===== config.mk =====
export PLATFORM = sky130hd
export DESIGN_NAME = pio_core
export DESIGN_NICKNAME = d
export VERILOG_FILES = /design/src/rtl/pio_pkg.sv /design/src/rtl/pio_ctrl.sv /design/src/rtl/pio_port.sv /design/src/rtl/pio_core.sv
export SDC_FILE = /design/constraint.sdc
export NUM_CORES = 1
export LEC_CHECK = 0
export BUFFER_PORTS_ARGS = -buffer_cell sky130_fd_sc_hd__buf_2
export CAP_MARGIN = 20
export CORE_UTILIZATION = 25
export DETAILED_ROUTE_END_ITERATION = 7
export GPL_ROUTABILITY_DRIVEN = 0
export PLACE_DENSITY_LB_ADDON = 0.1
export SLEW_MARGIN = 15
export SYNTH_ARGS = -nofsm -noshare
export SYNTH_HDL_FRONTEND = slang
export SYNTH_SLANG_ARGS = --single-unit

===== constraint.sdc =====
create_clock -name clk -period 1.9 [get_ports clk]
set_clock_uncertainty 0.15 [all_clocks]
set_input_delay 0.095 -clock clk [delete_from_list [all_inputs] [get_ports clk]]
set_output_delay 0.095 -clock clk [all_outputs]
set_load 0.02 [all_outputs]

===== src/rtl/pio_pkg.sv =====
package pio_pkg;
  localparam int DW = 8;
  localparam logic [DW-1:0] RESET_WORD = 8'h9B;

  typedef enum logic [1:0] {SEL_A = 2'd0, SEL_B = 2'd1, SEL_C = 2'd2, SEL_CTRL = 2'd3} reg_sel_e;

  typedef struct packed {
    logic [1:0] a_mode;
    logic       b_mode;
    logic       a_in;
    logic       cu_in;
    logic       b_in;
    logic       cl_in;
  } cfg_t;

  // Decode a stored configuration word into its fields.
  function automatic cfg_t cfg_decode(logic [DW-1:0] w);
    cfg_t c;
    c.a_mode = w[6] ? 2'd2 : (w[5] ? 2'd1 : 2'd0);
    c.b_mode = w[2];
    c.a_in   = w[4];
    c.cu_in  = w[3];
    c.b_in   = w[1];
    c.cl_in  = w[0];
    return c;
  endfunction

  // Per-bit read mux: latch where driving, pin where receiving.
  function automatic logic [DW-1:0] read_mix(logic [DW-1:0] lat, logic [DW-1:0] pin,
                                             logic [DW-1:0] oe);
    return (lat & oe) | (pin & ~oe);
  endfunction
endpackage


===== src/rtl/pio_ctrl.sv =====
module pio_ctrl
  import pio_pkg::*;
(
  input  logic          clk,
  input  logic          rst,
  input  logic          wr_ctrl,
  input  logic [DW-1:0] wdata,
  output logic [DW-1:0] ctrl_word,
  output cfg_t          cfg,
  output logic          mode_wr,
  output logic          sr_wr,
  output logic [2:0]    sr_idx,
  output logic          sr_val
);
  logic [DW-1:0] word_q;

  assign mode_wr = wr_ctrl & wdata[DW-1];
  assign sr_wr   = wr_ctrl & ~wdata[DW-1];
  assign sr_idx  = wdata[3:1];
  assign sr_val  = wdata[0];

  always_ff @(posedge clk) begin
    if (rst)          word_q <= RESET_WORD;
    else if (mode_wr) word_q <= wdata;
  end

  assign ctrl_word = word_q;
  assign cfg       = cfg_decode(word_q);

  AST_MODE_LOADS: assert property (@(posedge clk) disable iff (rst)
    mode_wr |=> ctrl_word == $past(wdata));
  AST_SR_KEEPS_CFG: assert property (@(posedge clk) disable iff (rst)
    sr_wr |=> $stable(ctrl_word));
  AST_WORD_TOP_SET: assert property (@(posedge clk) disable iff (rst)
    ctrl_word[DW-1]);
endmodule


===== src/rtl/pio_port.sv =====
module pio_port #(
  parameter int W  = 8,
  localparam int IW = (W > 1) ? $clog2(W) : 1
) (
  input  logic          clk,
  input  logic          rst,
  input  logic          clr,
  input  logic          wr_en,
  input  logic [W-1:0]  wdata,
  input  logic          sr_en,
  input  logic [IW-1:0] sr_idx,
  input  logic          sr_val,
  input  logic          dir_in,
  input  logic [W-1:0]  pin_in,
  output logic [W-1:0]  lat,
  output logic [W-1:0]  oe,
  output logic [W-1:0]  rdata
);
  logic [W-1:0] lat_q;

  always_ff @(posedge clk) begin
    if (rst || clr)  lat_q <= '0;
    else if (wr_en)  lat_q <= wdata;
    else if (sr_en)  lat_q[sr_idx] <= sr_val;
  end

  for (genvar i = 0; i < W; i++) begin : g_bit
    assign oe[i]    = ~dir_in;
    assign rdata[i] = oe[i] ? lat_q[i] : pin_in[i];
  end

  assign lat = lat_q;

  AST_CLR_EMPTIES: assert property (@(posedge clk) disable iff (rst)
    clr |=> lat == '0);
  AST_SR_ONE_BIT: assert property (@(posedge clk) disable iff (rst)
    (sr_en && !wr_en && !clr) |=> $countones(lat ^ $past(lat)) <= 1);
  AST_IDLE_HOLDS: assert property (@(posedge clk) disable iff (rst)
    (!wr_en && !sr_en && !clr) |=> $stable(lat));
endmodule


===== src/rtl/pio_core.sv =====
module pio_core
  import pio_pkg::*;
(
  input  logic       clk,
  input  logic       rst,
  input  logic       cs_n,
  input  logic       rd_n,
  input  logic       wr_n,
  input  logic [1:0] addr,
  input  logic [7:0] din,
  output logic [7:0] dout,
  input  logic [7:0] pa_in,
  output logic [7:0] pa_out,
  output logic [7:0] pa_oe,
  input  logic [7:0] pb_in,
  output logic [7:0] pb_out,
  output logic [7:0] pb_oe,
  input  logic [7:0] pc_in,
  output logic [7:0] pc_out,
  output logic [7:0] pc_oe,
  output logic [1:0] grp_a_mode,
  output logic       grp_b_mode
);
  localparam int HW = DW / 2;

  logic          bus_wr, bus_rd;
  reg_sel_e      sel;
  logic [DW-1:0] ctrl_word;
  cfg_t          cfg;
  logic          mode_wr, sr_wr, sr_val;
  logic [2:0]    sr_idx;
  logic [DW-1:0] ra, rb;
  logic [HW-1:0] rcl, rcu;

  assign sel    = reg_sel_e'(addr);
  assign bus_wr = ~cs_n & ~wr_n;
  assign bus_rd = ~cs_n & ~rd_n;

  pio_ctrl u_ctrl (
    .clk(clk), .rst(rst), .wr_ctrl(bus_wr && sel == SEL_CTRL), .wdata(din),
    .ctrl_word(ctrl_word), .cfg(cfg), .mode_wr(mode_wr), .sr_wr(sr_wr),
    .sr_idx(sr_idx), .sr_val(sr_val)
  );

  pio_port #(.W(DW)) u_pa (
    .clk(clk), .rst(rst), .clr(mode_wr), .wr_en(bus_wr && sel == SEL_A), .wdata(din),
    .sr_en(1'b0), .sr_idx('0), .sr_val(1'b0), .dir_in(cfg.a_in), .pin_in(pa_in),
    .lat(pa_out), .oe(pa_oe), .rdata(ra)
  );

  pio_port #(.W(DW)) u_pb (
    .clk(clk), .rst(rst), .clr(mode_wr), .wr_en(bus_wr && sel == SEL_B), .wdata(din),
    .sr_en(1'b0), .sr_idx('0), .sr_val(1'b0), .dir_in(cfg.b_in), .pin_in(pb_in),
    .lat(pb_out), .oe(pb_oe), .rdata(rb)
  );

  pio_port #(.W(HW)) u_pcl (
    .clk(clk), .rst(rst), .clr(mode_wr), .wr_en(bus_wr && sel == SEL_C),
    .wdata(din[HW-1:0]), .sr_en(sr_wr && !sr_idx[2]), .sr_idx(sr_idx[1:0]),
    .sr_val(sr_val), .dir_in(cfg.cl_in), .pin_in(pc_in[HW-1:0]),
    .lat(pc_out[HW-1:0]), .oe(pc_oe[HW-1:0]), .rdata(rcl)
  );

  pio_port #(.W(HW)) u_pcu (
    .clk(clk), .rst(rst), .clr(mode_wr), .wr_en(bus_wr && sel == SEL_C),
    .wdata(din[DW-1:HW]), .sr_en(sr_wr && sr_idx[2]), .sr_idx(sr_idx[1:0]),
    .sr_val(sr_val), .dir_in(cfg.cu_in), .pin_in(pc_in[DW-1:HW]),
    .lat(pc_out[DW-1:HW]), .oe(pc_oe[DW-1:HW]), .rdata(rcu)
  );

  always_comb begin
    dout = '0;
    if (bus_rd) begin
      unique case (sel)
        SEL_A:    dout = ra;
        SEL_B:    dout = rb;
        SEL_C:    dout = {rcu, rcl};
        SEL_CTRL: dout = ctrl_word;
      endcase
    end
  end

  assign grp_a_mode = cfg.a_mode;
  assign grp_b_mode = cfg.b_mode;

  AST_UNSEL_NO_EFFECT: assert property (@(posedge clk) disable iff (rst)
    cs_n |=> $stable({pa_out, pb_out, pc_out, pa_oe, pb_oe, pc_oe}));
  AST_SR_KEEPS_OE: assert property (@(posedge clk) disable iff (rst)
    sr_wr |=> $stable({pa_oe, pb_oe, pc_oe, grp_a_mode, grp_b_mode}));
  AST_MODE_2_RANGE: assert property (@(posedge clk) disable iff (rst)
    grp_a_mode != 2'd3);
  AST_READ_MIX: assert property (@(posedge clk) disable iff (rst)
    (bus_rd && sel == SEL_C) |-> dout == read_mix(pc_out, pc_in, pc_oe));
endmodule


==> implementation parameters, run 1 <==
Parameter                              Value

Cells and area
  Number of inserted diodes ... 0
  Layout cells sized above 1 ... 0.452
  Post-layout nets ... 369
  Multi-input combinational cell area ... 1230 um2
  Number of inserted filler cells in the final layout ... 898
  Utilization of the core after routing ... 0.348
  Layout area overhead ... 33.4%
  Register cell area after layout ... 651 um2

Floorplanning
  Total die area ... 9100 um2
  Number of placement rows ... 33
  Top Ports ... 98
  Initial Util ... 0.261
  Placeable Area ... 8340 um2
  Chip Width ... 95.4 um
  Die boundary height ... 95.4 um

STA
  Final hold viol count ... 0
  Slew headroom ... 0.638
  Final cycle utilization of the critical path ... 0.979
  Max frequency ... 538 MHz
  Setup tns final ... 0 ps
  Minimum period implied by the final worst setup slack ... 1860 ps
  Number of pins with negative max-slew slack in the final report ... 0
  Worst-margin pin slew ... 544 ps
  Final setup violation count ... 0
  Unrepaired setup endpoints after global routing ... true

Synthesis
  Synthesized Nets ... 280
  Area share of the largest cell type after synthesis ... 0.294
  Share of synthesized area occupied by flip-flops and latches ... 0.294
  Cell types occupying the most area after synthesis ... sky130_fd_sc_hd__dfxtp_1 (29%), sky130_fd_sc_hd__mux2i_1 (17%), sky130_fd_sc_hd__buf_4 (7.6%)
  Number of storage elements in the synthesis netlist ... 32
  Fraction of synthesis flops using an asynchronous set or reset pin ... 0
  Most instantiated flip-flop cell in the synthesis netlist ... sky130_fd_sc_hd__dfxtp_1
  Most instantiated library cell after synthesis ... sky130_fd_sc_hd__mux2i_1
  Ranking of synthesized cells by instance count ... sky130_fd_sc_hd__mux2i_1 (38), sky130_fd_sc_hd__dfxtp_1 (32), sky130_fd_sc_hd__buf_4 (22)
  Number of warnings issued by yosys ... 0
  Mean post-synth cell area ... 9.04 um2
  Summed instance area of the synthesized netlist ... 2180 um2
  Synthesized netlist cell count ... 241
  Number of distinct library cell variants in the gate-level netlist after synthesis ... 40
  Most area-hungry cell type in the Yosys netlist ... sky130_fd_sc_hd__dfxtp_1
  Number of flops mapped to enable cells by yosys ... 0

Setup path
  Critical path buffer and inverter count ... 2
  Register-to-register setup slack ... 560 ps
  Number of cell instances on the worst register-to-register path ... 3
  Library cell contributing the largest single delay on the critical path ... sky130_fd_sc_hd__mux4_2
  Total number of cells along the worst setup path ... 5
  Top fanout value on the critical path ... 3
  Req. time, crit path ... 1650 ps
  Critical path type ... register to output port
  Capture point of the worst path ... dout[2]
  FF-to-FF End ... u_ctrl.ctrl_word[5]
  Cell Chain, Critical Path ... buf_12 > mux2i_1 > mux4_2 > nor2_2 > buf_6
  Reg-to-reg critical path startpoint ... u_ctrl.ctrl_word[5]
  CP delay by family, top ... multiplexers
  Type of origin of the critical path ... register
  Worst Path Arrival ... 1610 ps
  Type of destination of the critical path ... output port
  Critical path's largest stage delay ... 460 ps
  First element of the critical path ... u_ctrl.ctrl_word[1]

Power
  Power density of the placed cells ... 565 nW/um2
  Cell leakage power ... 1.43 nW
  Worst-case vdd ir drop ... 0.207 mV

Worst hold path
  Worst Hold Class ... primary input to register

Outcome
  Result of the run ... finished, final reports clean

CTS
  Maximum buffer depth of the clock tree ... 2
  Master cell of the clock root buffer ... sky130_fd_sc_hd__clkbuf_8
  Clock insertion delay at the later pin of the skew report ... 280 ps
  CTS tree ... yes
  Reg clk slew, reported paths ... 70 ps
  Clock sinks ... 32
  H-tree levels ... 2
  TritonCTS Buffers ... 5

Drt
  Residual DRC ... 0
  Routed wire per std cell ... 16.9 um
  Detailed-route wire length ... 7.37 mm
  Number of antenna-violating nets in the routed design ... 0
  Drt via density ... 4.80
  1st-pass router iterations ... 4
  Via count of the routed design ... 2088
  First-iteration detailed-routing DRC count ... 77

Global routing
  Grt total ovfl ... 0
  Total GRT Usage ... 0.171
  Wire length of the first global-routing pass ... 11.3 mm
  Antenna violations before repair ... 0
  Number of global-route vias before repair ... 2030
  Pin count of the biggest net entering global routing ... 20

Place
  Half-perimeter wire length after placement ... 5.43 mm
  Total of buffers placed on input and output ports ... 97

Job
  Max-capacitance violation count ... 0
==> metal layers <==
layer	track usage	part of all wire	vias up
met5	0	0	-
met4	0.0547	0.011	0
met3	0.0431	0.050	5
met2	0.295	0.48	70
met1	0.208	0.46	1001
li1	-	-	1012
==> repair_timing <==
action | in CTS | in global routing
setup buffers | 0 | 4
hold endpoints to repair | 14 | 0
hold buffers | 8 | 0
pin swaps | 0 | 5
resized for setup | 7 | 18
endpoints found under the setup margin | 8 | 7
==> placed cells by master, fill, tap and decap left out, drive strengths merged, types with 2 or more instances in the layout <==
cell,count
o21a,2
o31ai,2
dlygate4sd3,8
mux2,2
a211oi,5
o211ai,5
buf,116
dfxtp,32
a221oi,2
or3b,3
mux4,6
nor4b,2
nor2b,3
a311oi,5
nor3b,3
and2,2
mux2i,38
nand2,17
nand2b,2
a21oi,12
o21ai,9
nand4,2
clkbuf,7
nand3,11
nor2,20
inv,8
==> worst min-delay path by stage <==
stage / start / end / slack (ps) / cells after the start
5_1_grt: din[2] / u_pb.lat[2] / 40 / 3
2_1_floorplan: rst / u_ctrl.ctrl_word[2] / 10 / 1
3_5_place_dp: rst / u_ctrl.ctrl_word[2] / 170 / 2
4_1_cts: din[2] / u_pb.lat[2] / 20 / 3
6_report: din[2] / u_pb.lat[2] / 20 / 3
3_3_place_gp: rst / u_ctrl.ctrl_word[5] / 170 / 2
==> state kept, by name (all words and copies together), names as in the netlist <==
register	cells
u_pa.lat	8
u_pcu.lat	4
u_pb.lat	8
u_pcl.lat	4
u_ctrl.ctrl_word	8
==> cell families (layout without fill, tap and decap cells) <==
logic type / count (synthesis) / in the layout / synth area share
and+or+nand+nor: 70 / 70 / 0.181
buffers and inverters: 51 / 140 / 0.138
muxes: 46 / 46 / 0.254
AOI/OAI and AO/OA: 42 / 42 / 0.133
DFF: 32 / 32 / 0.294
==> report_power, final <==
part           leakage [nW]  switching (mW)  total, mW  internal [mW]
clock                0.0503           0.254      0.577          0.323
combinational          1.13           0.202      0.364          0.162
sequential            0.258          0.0170      0.702          0.685
==> per-stage QoR <==
| step | hold WS [ps] | setup WS (ps) | instances | area (um2) | total power [mW] |
|---|---|---|---|---|---|
| floorplan | 14.1 | 117 | 241 | 2180 | 0.938 |
| global placement | 166 | -12.1 | 416 | 2640 | 1.06 |
| detailed placement | 173 | -44.9 | 416 | 2640 | 1.06 |
| CTS | 19.4 | 2.91 | 431 | 2830 | 1.65 |
| global route | 40.8 | -35.6 | 435 | 2910 | 1.73 |
| finish | 23.8 | 40.4 | 435 | 2910 | 1.64 |
==> worst reg2reg max path: stages, from the launching register on <==
cell                            delay, ps
sky130_fd_sc_hd__dfxtp_1              350
sky130_fd_sc_hd__o21ai_0               90
sky130_fd_sc_hd__a21oi_1              140
sky130_fd_sc_hd__dlygate4sd3_1        550
==> cell type report <==
cell class,instances,share of cell area
Tap cell,105,0.0452
Clock buffer,7,0.0331
Sequential cell,32,0.224
Multi-Input combinational cell,158,0.422
Inverter,9,0.0129
Timing Repair Buffer,124,0.263
(Power assumes the default switching activity.)
==> inputs of run 2 (changes only) <==
--- a/config.mk
+++ b/config.mk
@@ -11,6 +11,7 @@
 export DETAILED_ROUTE_END_ITERATION = 7
 export GPL_ROUTABILITY_DRIVEN = 0
 export PLACE_DENSITY_LB_ADDON = 0.1
+export RECOVER_POWER = 50
 export SLEW_MARGIN = 15
 export SYNTH_ARGS = -nofsm -noshare
 export SYNTH_HDL_FRONTEND = slang
==> run 2 against run 1 <==
Sequential cell count unchanged; non-clock buffer count unchanged; fmax barely moved; clock power hardly changed; cell count is the same; combinational power is 1% lower; worst setup slack improved by 0.97 ps; count of clock-buffer cells in the layout did not move; core utilization fell by 0.54 points; first-iteration DRC count decreased by 10%; global-route usage stayed put; critical path depth did not move; critical endpoint unchanged.
==> implementation parameters, run 2 (synthesis gave the netlist of run 1 again) <==
Parameter                              Value

Outcome
  Result of the run ... finished, final reports clean

CTS
  H-tree levels ... 2
  Reg clk slew, reported paths ... 70 ps
  Master cell of the clock root buffer ... sky130_fd_sc_hd__clkbuf_8
  Clock insertion delay at the later pin of the skew report ... 280 ps
  TritonCTS Buffers ... 5
  Maximum buffer depth of the clock tree ... 2
  Clock sinks ... 32
  CTS tree ... yes

Job
  Max-capacitance violation count ... 0

Cells and area
  Commonest non-fill, non-tap cells in the layout ... sky130_fd_sc_hd__buf_2 (59), sky130_fd_sc_hd__mux2i_1 (38), sky130_fd_sc_hd__clkbuf_1 (31)
  Number of inserted diodes ... 0
  Layout area overhead ... 31.3%
  Most common cell after layout, fill and taps aside ... sky130_fd_sc_hd__buf_2
  Layout cells sized above 1 ... 0.355
  Post-layout nets ... 369

Setup path
  Reg-to-reg critical path startpoint ... u_ctrl.ctrl_word[5]
  Req. time, crit path ... 1650 ps
  Type of origin of the critical path ... register
  Number of cell instances on the worst register-to-register path ... 3
  Type of destination of the critical path ... output port
  First element of the critical path ... u_ctrl.ctrl_word[1]
  Top fanout value on the critical path ... 3
  Worst Path Arrival ... 1610 ps
  Capture point of the worst path ... dout[2]
  FF-to-FF End ... u_ctrl.ctrl_word[5]
  Register-to-register setup slack ... 560 ps
  Critical path type ... register to output port

Worst hold path
  Worst Hold Depth ... 3
  Worst Hold Class ... primary input to register

STA
  Unrepaired setup endpoints after global routing ... true
  Slew headroom ... 0.593
  Final hold viol count ... 0
  Final cycle utilization of the critical path ... 0.978
  Worst-margin pin slew ... 610 ps
  Final-layout worst hold slack ... 26.3 ps
  Final setup violation count ... 0
  Max frequency ... 538 MHz
  Minimum period implied by the final worst setup slack ... 1860 ps
  Number of pins with negative max-slew slack in the final report ... 0

Drt
  Number of antenna-violating nets in the routed design ... 0
  Detailed-route wire length ... 7.43 mm
  Drt via density ... 4.81
  Routed wire per std cell ... 17.1 um
  First-iteration detailed-routing DRC count ... 69
  Via count of the routed design ... 2093
  Residual DRC ... 0
  1st-pass router iterations ... 4

Floorplanning
  Chip Width ... 95.4 um
  Total die area ... 9100 um2
  Placeable Area ... 8340 um2
  Initial Util ... 0.261
  Top Ports ... 98
  Die boundary height ... 95.4 um
  Number of placement rows ... 33

Global routing
  Wire length of the first global-routing pass ... 11.3 mm
  Grt total ovfl ... 0
  Antenna violations before repair ... 0
  Total GRT Usage ... 0.171
  Number of global-route vias before repair ... 2030
  Pin count of the biggest net entering global routing ... 20

Power
  Portion of total power attributed to sequential cells ... 0.429
  Internal Dissipation ... 1.16 mW
  Switching part of the total ... 0.290
  Worst-case vdd ir drop ... 0.209 mV
  Power dissipated by switching net loads ... 0.475 mW
  Power density of the placed cells ... 573 nW/um2
  Total power after layout ... 1.64 mW
  Portion of total power attributed to the clock network ... 0.352
  Combinational group share of total power ... 0.219
  Cell leakage power ... 1.30 nW

Place
  Total of buffers placed on input and output ports ... 97
  Half-perimeter wire length after placement ... 5.43 mm
run 2: cell count changes in the layout (fill, tap and decap cells not counted):
cell                       delta
sky130_fd_sc_hd__buf_2       -32
sky130_fd_sc_hd__clkbuf_1    +31
sky130_fd_sc_hd__clkbuf_2     +2
sky130_fd_sc_hd__buf_4        -1
sky130_fd_sc_hd__o21ai_0      +1
sky130_fd_sc_hd__o21ai_2      -1
run 2: power groups by stage:
stage	logic [mW]	registers (mW)	clock network, mW
after floorplan	0.210	0.728	0
after global placement	0.337	0.721	0
after detailed placement	0.338	0.721	0
after CTS	0.352	0.704	0.592
after global routing	0.394	0.704	0.629
final	0.359	0.702	0.577
run 2: metrics by stage:
step / worst slack (ps) / cells / TNS, ps / area [um2] / utilization
after floorplan: 117 / 241 / 0 / 2180 / -
after global placement: -12.1 / 416 / -12.1 / 2640 / 0.317
after detailed placement: -44.9 / 416 / -67.4 / 2640 / 0.317
after CTS: 2.91 / 431 / 0 / 2830 / 0.340
after global routing: -35.7 / 435 / -148 / 2860 / 0.343
final: 41.4 / 435 / 0 / 2860 / 0.343
run 2: layout make-up:
type                            count  area, um2
Inverter                            9       37.5
Fill cell                         916       5480
Sequential cell                    32        651
Tap cell                          105        131
Multi-Input combinational cell    158       1220
Timing Repair Buffer              124        722
Clock buffer                        7       96.3
run 2: what timing repair did:
item	CTS	global route
pin swaps	0	5
gates resized for setup	7	18
endpoints found under the hold margin	14	0
hold buffers	8	0
endpoints found under the setup margin	8	7
setup buffers	0	4
run 2: worst max-delay path: stages (launching register included):
cell,delay [ps]
sky130_fd_sc_hd__dfxtp_4,370
sky130_fd_sc_hd__buf_12,130
sky130_fd_sc_hd__mux2i_1,110
sky130_fd_sc_hd__mux4_2,460
sky130_fd_sc_hd__nor2_2,130
sky130_fd_sc_hd__buf_6,130
run 2: worst min-delay path by stage:
stage          slack (ps)                   to    from
3_5_place_dp          170  u_ctrl.ctrl_word[2]     rst
5_1_grt                40          u_pb.lat[2]  din[2]
3_3_place_gp          170  u_ctrl.ctrl_word[5]     rst
4_1_cts                20          u_pb.lat[2]  din[2]
2_1_floorplan          10  u_ctrl.ctrl_word[2]     rst
6_report               30          u_pb.lat[2]  din[2]
run 2: layer usage:
layer / up-vias / share of wire / global-route usage
met5: - / 0 / 0
met2: 70 / 0.48 / 0.295
li1: 1015 / - / -
met4: 0 / 0.012 / 0.0547
met3: 8 / 0.048 / 0.0431
met1: 1000 / 0.46 / 0.208
==> inputs of run 3 (changes only) <==
--- a/config.mk
+++ b/config.mk
@@ -7,7 +7,7 @@
 export LEC_CHECK = 0
 export BUFFER_PORTS_ARGS = -buffer_cell sky130_fd_sc_hd__buf_2
 export CAP_MARGIN = 20
-export CORE_UTILIZATION = 25
+export CORE_UTILIZATION = 47
 export DETAILED_ROUTE_END_ITERATION = 7
 export GPL_ROUTABILITY_DRIVEN = 0
 export PLACE_DENSITY_LB_ADDON = 0.1
==> run 3 against run 2 <==
The run now ends with negative setup slack left; count of clock-buffer cells in the layout fell by 2; via count fell by 1.1%; sequential power barely moved; fmax fell by 2.3%; first-iteration DRC count rose by 32%; power fell by 4.9%; cell count fell by 12%; global-route usage rose by 8.3 points; largest power group unchanged; highest routed layer unchanged.
==> implementation parameters, run 3 (synthesis gave the netlist of run 1 again) <==
Parameter                              Value

Outcome
  Result of the run ... finished with violations
  Failing checks ... negative setup slack

Drt
  1st-pass router iterations ... 4
  Drt via density ... 5.44
  Via count of the routed design ... 2071
  First-iteration detailed-routing DRC count ... 91
  Routed wire per std cell ... 16.2 um
  Number of antenna-violating nets in the routed design ... 0
  Detailed-route wire length ... 6.17 mm
  Residual DRC ... 0

Cells and area
  Layout area overhead ... 26.1%
  Number of inserted diodes ... 0
  Post-layout nets ... 368
  Commonest non-fill, non-tap cells in the layout ... sky130_fd_sc_hd__buf_2 (62), sky130_fd_sc_hd__mux2i_1 (38), sky130_fd_sc_hd__clkbuf_1 (30)
  Number of cells in the finished layout apart from fillers ... 381
  Number of inserted filler cells in the final layout ... 407
  Utilization of the core after routing ... 0.623
  Layout cells sized above 1 ... 0.353
  Most common cell after layout, fill and taps aside ... sky130_fd_sc_hd__buf_2
  Post-layout instance area ... 2750 um2

Power
  Portion of total power attributed to sequential cells ... 0.450
  Power dissipated by switching net loads ... 0.476 mW
  Switching part of the total ... 0.305
  Worst-case vdd ir drop ... 0.458 mV
  Total power after layout ... 1.56 mW
  Internal Dissipation ... 1.08 mW
  Portion of total power attributed to the clock network ... 0.327
  Power density of the placed cells ... 567 nW/um2
  Combinational group share of total power ... 0.223
  Cell leakage power ... 1.29 nW

Place
  Post-placement cell area ... 2600 um2
  Half-perimeter wire length after placement ... 4.46 mm
  Inst Count DP ... 363
  Total of buffers placed on input and output ports ... 97

Global routing
  Total GRT Usage ... 0.254
  Wire length of the first global-routing pass ... 9.64 mm
  Antenna violations before repair ... 0
  Grt total ovfl ... 0
  Pin count of the biggest net entering global routing ... 25
  Number of global-route vias before repair ... 1893

Setup path
  Worst Path Arrival ... 1660 ps
  Critical path type ... register to output port
  Type of destination of the critical path ... output port
  Type of origin of the critical path ... register
  Library cell contributing the largest single delay on the critical path ... sky130_fd_sc_hd__mux4_2
  Critical path's largest stage delay ... 500 ps
  Cell Chain, Critical Path ... buf_12 > mux2i_1 > mux4_2 > nor2_4 > buf_6
  Top fanout value on the critical path ... 8
  Req. time, crit path ... 1650 ps

Floorplanning
  Initial Util ... 0.494
  Placeable Area ... 4410 um2
  Top Ports ... 98
  Chip Width ... 70.1 um
  Die boundary height ... 70.1 um
  Total die area ... 4910 um2
  Number of placement rows ... 24

CTS
  CTS tree ... yes
  Reg clk slew, reported paths ... 70 ps
  TritonCTS Buffers ... 5
  H-tree levels ... 2
  Master cell of the clock root buffer ... sky130_fd_sc_hd__clkbuf_8
  Clock sinks ... 32
  Maximum buffer depth of the clock tree ... 2
  Clock insertion delay at the later pin of the skew report ... 280 ps

Worst hold path
  Worst Hold Class ... primary input to register

STA
  Minimum period implied by the final worst setup slack ... 1900 ps
  Final hold viol count ... 0
  Slew headroom ... 0.622
  Final setup violation count ... 1
  Number of pins with negative max-slew slack in the final report ... 0
  Setup slack after layout ... -3.09 ps
  Setup tns final ... -3.09 ps
  Final cycle utilization of the critical path ... 1.00
  Max frequency ... 525 MHz
  Unrepaired setup endpoints after global routing ... true
  Worst-margin pin slew ... 567 ps

Job
  Max-capacitance violation count ... 0
[run 3: final timing paths]
check | startpoint | end | slack, ps | cells after the start
worst min-delay path | din[0] | u_pb.lat[0] | 10 | 3
worst max register to register | u_ctrl.ctrl_word[6] | u_ctrl.ctrl_word[6] | 410 | 4
worst max-delay path | u_ctrl.ctrl_word[4] | dout[2] | -3 | 5
worst min register to register | u_ctrl.ctrl_word[7] | u_ctrl.ctrl_word[7] | 310 | 2
[run 3: area by class of cell]
cell class / count / area [um2] / area share
clock inverter: 2 / 12.5 / 0.00455
multi-input combinational: 158 / 1230 / 0.447
timing repair buffer: 123 / 684 / 0.249
sequential: 32 / 651 / 0.237
clock buffer: 5 / 68.8 / 0.0250
tap: 52 / 65.1 / 0.0237
inverter: 9 / 37.5 / 0.0137
[run 3: metal layers]
layer	GRT usage	wire length, um	share of wire	up-vias
met2	0.397	2930	0.47	79
met1	0.363	2860	0.46	971
li1	-	-	-	1015
met5	0	0	0	-
met4	0.0533	50	0.0081	0
met3	0.0505	327	0.053	6
[run 3: repair_timing]
| action | in CTS | in global routing |
|---|---|---|
| endpoints found under the hold margin | 12 | 0 |
| setup endpoints to repair | 8 | 6 |
| setup buffers | 0 | 4 |
| gates resized for setup | 11 | 8 |
| hold buffers | 7 | 0 |
| pin swaps | 1 | 4 |
[run 3: power by group through the flow]
stage / clock (mW) / combinational [mW] / sequential [mW]
after floorplan: 0 / 0.210 / 0.728
after global placement: 0 / 0.332 / 0.718
after detailed placement: 0 / 0.334 / 0.718
after CTS: 0.517 / 0.351 / 0.702
after global routing: 0.550 / 0.374 / 0.703
final: 0.509 / 0.348 / 0.701
[run 3: stage by stage]
stage	setup slack [ps]	hold WS, ps
final	-3.09	14.7
after global routing	-46.3	30.7
after CTS	4.60	6.61
after detailed placement	31.3	172
after global placement	39.9	168
after floorplan	117	14.1
[run 3: critical path: cells and delay by family, from the launching register on]
kind,cells,cell delay (ps)
buffers and inverters,2,270
flip-flops,1,350
multiplexers,2,620
AND/OR/NAND/NOR,1,130
